===== config.mk =====
export PLATFORM = sky130hd
export DESIGN_NAME = pred_cfg_decoder
export DESIGN_NICKNAME = d
export VERILOG_FILES = /design/src/rtl/pred_cfg_pkg.sv /design/src/rtl/pred_cfg_bank.sv /design/src/rtl/pred_rebuild_seq.sv /design/src/rtl/pred_class_table.sv /design/src/rtl/pred_cfg_decoder.sv
export SDC_FILE = /design/constraint.sdc
export NUM_CORES = 2
export LEC_CHECK = 0
export CORE_MARGIN = 5
export CORE_UTILIZATION = 45
export DETAILED_ROUTE_END_ITERATION = 7
export DONT_BUFFER_PORTS = 1
export PLACE_DENSITY = 0.7
export REMOVE_ABC_BUFFERS = 1
export SYNTH_ARGS = -nofsm -noshare
export SYNTH_HDL_FRONTEND = slang
export SYNTH_SLANG_ARGS = --single-unit

===== constraint.sdc =====
create_clock -name clk_i -period 7.4 [get_ports clk_i]
set_input_delay 1.11 -clock clk_i [delete_from_list [all_inputs] [get_ports clk_i]]
set_output_delay 1.11 -clock clk_i [all_outputs]
set_load 0.1 [all_outputs]

===== src/rtl/pred_cfg_pkg.sv =====
package pred_cfg_pkg;
  localparam int unsigned REG_W  = 5;
  localparam int unsigned PIDX_W = 5;

  typedef struct packed {
    logic [PIDX_W-1:0] pidx;
    logic              inv;
    logic              zero;
    logic [REG_W-1:0]  reg_idx;
    logic              cls;
    logic              valid;
  } cfg_entry_t;

  typedef struct packed {
    logic              en;
    logic              zero;
    logic              inv;
    logic [PIDX_W-1:0] pidx;
  } slot_t;

  localparam int unsigned CFG_W = $bits(cfg_entry_t);
endpackage


===== src/rtl/pred_cfg_bank.sv =====
module pred_cfg_bank
  import pred_cfg_pkg::*;
#(
  parameter int unsigned NUM_CFG = 16,
  localparam int unsigned IDX_W = $clog2(NUM_CFG)
) (
  input  logic             clk_i,
  input  logic             rst_ni,
  input  logic             we_i,
  input  logic [IDX_W-1:0] waddr_i,
  input  cfg_entry_t       wdata_i,
  input  logic [IDX_W-1:0] raddr_i,
  output cfg_entry_t       rdata_o
);
  cfg_entry_t [NUM_CFG-1:0] ent_q;

  always_ff @(posedge clk_i or negedge rst_ni) begin
    if (!rst_ni) ent_q <= '0;
    else if (we_i) ent_q[waddr_i] <= wdata_i;
  end

  assign rdata_o = ent_q[raddr_i];

  AST_WRITE_LANDS: assert property (@(posedge clk_i) disable iff (!rst_ni)
    we_i |=> ent_q[$past(waddr_i)] == $past(wdata_i));
endmodule


===== src/rtl/pred_rebuild_seq.sv =====
module pred_rebuild_seq #(
  parameter int unsigned NUM_CFG = 16,
  localparam int unsigned IDX_W = $clog2(NUM_CFG),
  localparam int unsigned PASS_LEN = NUM_CFG + 2
) (
  input  logic             clk_i,
  input  logic             rst_ni,
  input  logic             start_i,
  output logic             busy_o,
  output logic             clear_o,
  output logic             apply_o,
  output logic [IDX_W-1:0] idx_o,
  output logic             commit_o
);
  typedef enum logic [1:0] {S_IDLE, S_CLEAR, S_WALK, S_COMMIT} state_e;
  state_e st_q, st_d;
  logic [IDX_W-1:0] idx_q, idx_d;

  always_comb begin
    st_d  = st_q;
    idx_d = idx_q;
    unique case (st_q)
      S_IDLE:   ;
      S_CLEAR: begin
        st_d  = S_WALK;
        idx_d = '0;
      end
      S_WALK: begin
        if (idx_q == IDX_W'(NUM_CFG - 1)) st_d = S_COMMIT;
        else idx_d = idx_q + 1'b1;
      end
      S_COMMIT: st_d = S_IDLE;
      default:  st_d = S_IDLE;
    endcase
    // a write always restarts the pass, even on the commit cycle
    if (start_i) begin
      st_d  = S_CLEAR;
      idx_d = '0;
    end
  end

  always_ff @(posedge clk_i or negedge rst_ni) begin
    if (!rst_ni) begin
      st_q  <= S_IDLE;
      idx_q <= '0;
    end else begin
      st_q  <= st_d;
      idx_q <= idx_d;
    end
  end

  assign busy_o   = (st_q != S_IDLE);
  assign clear_o  = (st_q == S_CLEAR) && !start_i;
  assign apply_o  = (st_q == S_WALK) && !start_i;
  assign commit_o = (st_q == S_COMMIT) && !start_i;
  assign idx_o    = idx_q;

  // pass-length checker
  logic [$clog2(PASS_LEN+1)-1:0] chk_cnt_q;
  always_ff @(posedge clk_i or negedge rst_ni) begin
    if (!rst_ni) chk_cnt_q <= '0;
    else if (start_i) chk_cnt_q <= '0;
    else if (busy_o) chk_cnt_q <= chk_cnt_q + 1'b1;
  end

  AST_PASS_LENGTH: assert property (@(posedge clk_i) disable iff (!rst_ni)
    commit_o |-> chk_cnt_q == ($bits(chk_cnt_q))'(PASS_LEN - 1));
  AST_START_BUSY: assert property (@(posedge clk_i) disable iff (!rst_ni)
    start_i |=> busy_o && !apply_o);
  AST_COMMIT_IDLE: assert property (@(posedge clk_i) disable iff (!rst_ni)
    commit_o |=> !busy_o);
endmodule


===== src/rtl/pred_class_table.sv =====
module pred_class_table
  import pred_cfg_pkg::*;
#(
  parameter int unsigned NUM_REGS = 32,
  parameter logic        CLS      = 1'b0
) (
  input  logic             clk_i,
  input  logic             rst_ni,
  input  logic             clear_i,
  input  logic             apply_i,
  input  cfg_entry_t       ent_i,
  input  logic             commit_i,
  input  logic [REG_W-1:0] lu_reg_i,
  output slot_t            lu_slot_o
);
  slot_t [NUM_REGS-1:0] shd_q, act_q;
  logic  [NUM_REGS-1:0] shd_en;
  logic                 hit;

  assign hit = apply_i && ent_i.valid && (ent_i.cls == CLS);

  always_ff @(posedge clk_i or negedge rst_ni) begin
    if (!rst_ni) shd_q <= '0;
    else if (clear_i) shd_q <= '0;
    else if (hit) shd_q[ent_i.reg_idx] <= '{en: 1'b1, zero: ent_i.zero,
                                           inv: ent_i.inv, pidx: ent_i.pidx};
  end

  always_ff @(posedge clk_i or negedge rst_ni) begin
    if (!rst_ni) act_q <= '0;
    else if (commit_i) act_q <= shd_q;
  end

  for (genvar g = 0; g < NUM_REGS; g++) begin : g_en
    assign shd_en[g] = shd_q[g].en;
  end

  assign lu_slot_o = act_q[lu_reg_i];

  AST_CLEAR_EMPTIES: assert property (@(posedge clk_i) disable iff (!rst_ni)
    clear_i |=> $countones(shd_en) == 0);
  AST_LIVE_HOLDS: assert property (@(posedge clk_i) disable iff (!rst_ni)
    !commit_i |=> $stable(act_q));
  AST_SKIP_INVALID: assert property (@(posedge clk_i) disable iff (!rst_ni)
    (apply_i && !ent_i.valid) |=> $stable(shd_q));
endmodule


===== src/rtl/pred_cfg_decoder.sv =====
module pred_cfg_decoder
  import pred_cfg_pkg::*;
#(
  parameter int unsigned NUM_CFG  = 16,
  parameter int unsigned NUM_REGS = 32,
  localparam int unsigned IDX_W = $clog2(NUM_CFG)
) (
  input  logic              clk_i,
  input  logic              rst_ni,
  input  logic              cfg_we_i,
  input  logic [IDX_W-1:0]  cfg_addr_i,
  input  logic [CFG_W-1:0]  cfg_wdata_i,
  input  logic              lu_cls_i,
  input  logic [REG_W-1:0]  lu_reg_i,
  output logic              lu_en_o,
  output logic              lu_zero_o,
  output logic              lu_inv_o,
  output logic [PIDX_W-1:0] lu_pidx_o,
  output logic              busy_o
);
  logic             clear, apply, commit;
  logic [IDX_W-1:0] walk_idx;
  cfg_entry_t       walk_ent;
  slot_t [1:0]      cls_slot;
  slot_t            sel;

  pred_cfg_bank #(.NUM_CFG(NUM_CFG)) u_bank (
    .clk_i, .rst_ni,
    .we_i    (cfg_we_i),
    .waddr_i (cfg_addr_i),
    .wdata_i (cfg_entry_t'(cfg_wdata_i)),
    .raddr_i (walk_idx),
    .rdata_o (walk_ent)
  );

  pred_rebuild_seq #(.NUM_CFG(NUM_CFG)) u_seq (
    .clk_i, .rst_ni,
    .start_i  (cfg_we_i),
    .busy_o   (busy_o),
    .clear_o  (clear),
    .apply_o  (apply),
    .idx_o    (walk_idx),
    .commit_o (commit)
  );

  for (genvar c = 0; c < 2; c++) begin : g_cls
    pred_class_table #(.NUM_REGS(NUM_REGS), .CLS(1'(c))) u_tbl (
      .clk_i, .rst_ni,
      .clear_i   (clear),
      .apply_i   (apply),
      .ent_i     (walk_ent),
      .commit_i  (commit),
      .lu_reg_i  (lu_reg_i),
      .lu_slot_o (cls_slot[c])
    );
  end

  always_comb begin
    sel = cls_slot[lu_cls_i];
    if (!sel.en) sel = '0;
  end

  assign lu_en_o   = sel.en;
  assign lu_zero_o = sel.zero;
  assign lu_inv_o  = sel.inv;
  assign lu_pidx_o = sel.pidx;

  AST_DISABLED_ZERO: assert property (@(posedge clk_i) disable iff (!rst_ni)
    !lu_en_o |-> !lu_zero_o && !lu_inv_o && lu_pidx_o == '0);
  AST_OUT_STABLE_BUSY: assert property (@(posedge clk_i) disable iff (!rst_ni)
    (busy_o && $stable(lu_cls_i) && $stable(lu_reg_i) && !$past(commit))
      |-> $stable(lu_pidx_o));
endmodule


# Word-level counts from Yosys, hierarchy flattened
# Index checks and enable logic that the tools add are counted.
[word_totals]
reg_bits = 1254
in_bits = 27
output_inout_bits = 9
[classes]
n_addsub = 1
order_cmp = 7
n_eq_ne = 6
n_mux = 26
bitwise_logic = 1
n_reduce_logical = 16
[ops]
columns = ["cell", "count"]
rows = [
  ["256-bit 2-to-1 mux", 4],
  ["256-bit bitwise mux", 2],
  ["224-bit bitwise mux", 1],
  ["8-bit binary-select mux with 5-bit select", 2],
  ["14-bit binary-select mux with 4-bit select", 1],
  ["14-bit demux with 4-bit select", 1],
  ["8-bit 2-to-1 mux", 6],
  ["8-bit demux with 5-bit select", 1],
  ["14-bit 2-to-1 mux", 2],
  ["5-bit by 6-bit < comparator with 1-bit output (second input constant)", 2],
  ["4-bit by 5-bit < comparator with 1-bit output (second input constant)", 2],
  ["1-bit logical AND", 8],
  ["4-bit 2-to-1 mux", 2],
  ["4-bit case mux with 2 select lines", 1],
  ["2-bit case mux with 3 select lines", 1],
  ["2-bit nonzero test", 3],
  ["5-bit by 1-bit >= comparator with 1-bit output (second input constant)", 1],
  ["4-bit by 1-bit adder with 4-bit output (second input constant)", 1],
  ["2-bit == test (second input constant)", 2],
  ["4-bit == test (second input constant)", 1],
  ["4-bit by 1-bit >= comparator with 1-bit output (second input constant)", 1],
  ["2-bit 2-to-1 mux", 2],
  ["2-bit AND reduction", 2],
  ["4-bit nonzero test", 1],
  ["other kinds (7)", 7],
]

# Logic depth before layout (Yosys ltp)
[depth]
ltp_word = 9
ltp_mapped = 11
depth_no_buf = 8

# By module
# Synthesis repeated with hierarchy kept, for this count alone.
[hier_totals]
cells_unflattened = 4419
hier_area_um2 = 57043.5
[modules_own_cells]
columns = ["module", "n_inst", "cells_each", "area_each_um2", "seq_area_each_um2"]
rows = [
  ["pred_class_table at g_cls[1].u_tbl", 1, 1874, 23279.8, 12812.3],
  ["pred_class_table at g_cls[0].u_tbl", 1, 1867, 23259.8, 12812.3],
  ["pred_cfg_bank", 1, 625, 10048.4, 5605.4],
  ["pred_rebuild_seq", 1, 41, 359.1, 150.1],
  ["pred_cfg_decoder", 1, 12, 96.3, 0.0],
]

# Least setup slack after synthesis
# Ideal clock, no wire load.
[synth_path]
path_type = "input to output"
from = "in lu_reg_i[0]"
to = "out lu_pidx_o[0]"
arrival_time_ns = 5.033
path_slack_ns = 1.257
path_stages = 7
path_buffers = 3
path_cell_list = "buf_2 -> clkbuf_1 -> buf_2 -> mux4_2 -> mux4_2 -> mux2i_1 -> a211oi_1"
[synth_via]
elab_chain_len = 5
[synth_lines]
columns = ["element", "line", "source"]
rows = [
  ["start, declared", "pred_cfg_decoder.sv:14", "input logic [REG_W-1:0] lu_reg_i,"],
  ["8-bit binary-select mux with 5-bit select", "pred_class_table.sv:38", "assign lu_slot_o = act_q[lu_reg_i];"],
  ["8-bit 2-to-1 mux (not written as such)", "pred_class_table.sv:38", ""],
  ["8-bit 2-to-1 mux (not written as such) (*) (2 in series)", "pred_cfg_decoder.sv:59", "sel = cls_slot[lu_cls_i];"],
  ["8-bit 2-to-1 mux (*)", "pred_cfg_decoder.sv:60", "if (!sel.en) sel = '0;"],
  ["end, declared", "pred_cfg_decoder.sv:18", "output logic [PIDX_W-1:0] lu_pidx_o,"],
]
# Every way passes the cells marked *; elsewhere a longest branch is shown, timed or not. The select of a mux whose other input is x is not followed.

# Final worst setup path
[layout_path]
from = "in lu_reg_i[0]"
to = "out lu_pidx_o[4]"
# Same word-level chain as after synthesis.

==> flow_summary_export.csv <==
group,metric,value,unit
placement,dp_cells,5046,
routing,num_vias,29826,
routing,antenna_left,0,
clock_network,cts.path.max_buffers,3,
yosys,synth_top_area_cell,"dfrtp_1",
placement,gp_congestion,0.7567,
clock_network,clock_sinks,1254,
yosys,synth_top_area_share,57.60,%
floorplanning,num_rows,127,
yosys,synthTopCellsByArea,"dfrtp_1, mux2_2, mux4_2",
floorplanning,io_pins,36,
clock_network,clockRootBuffer,"clkbuf_16",
grt,grt_pass1_wl,196.6,mm
floorplanning,coreArea,120100,um2
setup_path,required,6290,ps
yosys,ys_ff_latch,1254,
clock_network,clk_pin_slew,60,ps
hold_path,min_path_type,"in -> async",
clock_network,cts_inserted_buffers,133,
yosys,syn-cell-area,54480,um2
setup_path,crit_path_end_kind,"output port",
floorplanning,initial_core_util,45.35,%
layout,finalNonFillerCells,5278,
setup_path,worstPathArrival,3590,ps
grt,first_global_vias,32103,
placement,post-place-ws,2814,ps
flow_run,maxCapViolCount,0,
layout,drive_above_1_share,35.62,%
yosys,synth_warnings,0,
timing,tightest_slew,1243,ps
floorplanning,dieHeight,358.0,um
clock_network,postCtsHoldBufs,0,
timing,max-slew-margin-rel,16.85,%
layout,syn_to_final_growth,11.01,%
timing,tns,0,ps
yosys,ys_types,48,
timing,period_share,63.50,%
grt,grt_usage,19.81,%
clock_network,post_cts_buffers,0,
routing,firstDrtPassIters,7,
grt,antenna_found_initial,0,
timing,rsz0062_at_grt,"no",
routing,route.detailed.drc,0,
timing,clock.fmax,212.8,MHz
clock_network,insertion_delay,750,ps
placement,dp_hpwl,66.62,mm
yosys,async_reset_ff_share,100.0,%
yosys,synthCells,3654,
timing,timing.final.ws_setup,2701,ps
timing,layout_min_cycle_time,4699,ps
placement,port_buffers,0,
setup_path,critPathKind,"in -> out",
routing,wl_per_cell,23.49,um
floorplanning,dieArea,128100,um2
grt,grt_max_degree,237,
clock_network,cts_tree,"built",
timing,setup_viol,0,
setup_path,critPathLaunch,"lu_reg_i[0]",
routing,routed_wl,124.0,mm
yosys,ys_seq_area_share,57.60,%
setup_path,crit_path_start_kind,"input pin",
routing,via_per_inst,5.651,
power,power_leakage,0.02705,uW
clock_network,ctsHtreeMaxLevel,4,
timing,maxSlewViolCount,0,
timing,finalHoldViolCount,0,
power,ir_drop,0.0002550,V
layout,num-nets-final,3601,
routing,drtIter0Drc,2050,
yosys,synth_ff_type,"dfrtp_1",
setup_path,rr_startpoint,"u_seq.idx_o[0]$_DFFE_PN0P_",
setup_path,cp_max_fo,128,
clock_network,ctsResizeCount,0,
yosys,avgSynthCellArea,14.91,um2
floorplanning,die_w,358.0,um
run_status,outcome,"finished, final reports clean",
layout,antenna_cells,0,
yosys,synth-edff-count,0,
power,power.density,270.9,nW/um2
timing,finClkSkew,27.30,ps
grt,grt_overflow,0,
==> worst max-delay path, cell delays in order <==
cell and delay, ps:
mux4_2 520, mux4_2 530, nor2b_1 170, a211oi_1 810
a211oi_4 340
==> layout make-up <==
type	instances	area (um2)
fill	10025	59650
sequential	1254	31380
multi-input combinational	2132	22210
clock buffer	195	3939
tap	1612	2017
timing repair buffer	42	473.0
clock inverter	37	436.7
inverter	6	22.52
==> synthesized netlist by cell type (2+ instances only) <==
cell type / number
buf_2: 20
nor3_1: 8
nand4_1: 4
buf_4: 10
or3_1: 2
nand2_1: 475
nor3_2: 2
nor2_1: 14
a21oi_1: 4
inv_1: 5
o21a_1: 64
a22oi_1: 4
and4_1: 3
nand2b_1: 5
mux4_2: 221
mux2_2: 737
nand3b_1: 3
dfrtp_1: 1254
buf_1: 7
nor2b_1: 11
and2_1: 2
a211oi_1: 16
nor3_4: 62
clkbuf_1: 223
nand3_4: 7
mux2i_1: 460
nand2_2: 3
ha_1: 5
nand3_1: 4
==> placed cells by master, fill, tap and decap left out, drive strengths merged, types with 2 or more instances in the layout <==
cell type / n
nand3: 12
ha: 5
clkbuf: 195
and4: 3
dfrtp: 1254
a211oi: 16
mux2i: 460
a22oi: 4
nor2b: 11
nand2: 478
buf: 42
mux4: 221
bufinv: 7
mux2: 737
inv: 13
nand3b: 3
nor2: 14
o21a: 64
clkinv: 21
nand4: 4
nor3: 72
clkinvlp: 2
or3: 2
and2: 2
a21oi: 4
nand2b: 5
==> state kept, by name, indices dropped and copies added (netlist names) <==
signal              flops
g_cls.u_tbl.act_q     512
g_cls.u_tbl.shd_en     64
g_cls.u_tbl.shd_q     448
u_bank.ent_q          224
u_seq.idx_o             4
u_seq.st_q              2
==> metal layers <==
metal | vias up | GRT usage (%) | share of wire [%]
met5 | - | 0 | 0
met4 | 0 | 5.459 | 2.3
met3 | 178 | 3.336 | 3.7
met2 | 485 | 31.71 | 48
met1 | 16180 | 28.32 | 46
li1 | 12983 | - | -
==> worst paths after layout <==
path,endpoint,cells past startpoint,slack [ps]
worst max register to register,g_cls[1].u_tbl.shd_q[209]$_DFFE_PN0P_,7,3170
worst min-delay path,g_cls[1].u_tbl.act_q[94]$_DFFE_PN0P_,0,60
worst max-delay path,lu_pidx_o[4],5,2700
min in group clk_i,u_seq.idx_o[0]$_DFFE_PN0P_,1,430
max in group asynchronous,u_bank.ent_q[27]$_DFFE_PN0P_,3,4350
worst min register to register,g_cls[0].u_tbl.shd_en[23]$_DFFE_PN0P_,1,480
==> metrics by stage <==
stage	hold slack (ps)	power, uW	area [um2]	utilization (%)
floorplan	458.6	9357	53410	-
global placement	466.7	9828	56110	46.71
detailed placement	474.2	9862	56110	46.71
CTS	9.128	16550	60480	50.35
global route	19.68	16990	60480	50.35
finish	58.19	16380	60480	50.35
==> power by group <==
part / total (uW) / switching (uW) / internal (uW)
Clock: 6660 / 2730 / 3940
Sequential: 7360 / 181 / 7170
Combinational: 2360 / 1590 / 772
Total: 16400 / 4500 / 11900
==> logic make-up (layout without fill, tap and decap cells) <==
kind of cell	count (synthesis)	count (layout)	share of synthesized area (%)
adder cells (fa/ha/maj)	5	5	0.1148
multiplexers	1418	1418	32.82
flip-flops	1254	1254	57.60
buffers and inverters	268	280	2.005
AO/OA/AOI/OAI	101	101	1.431
AND/OR/NAND/NOR	608	608	6.035
(Power assumes the default switching activity.)
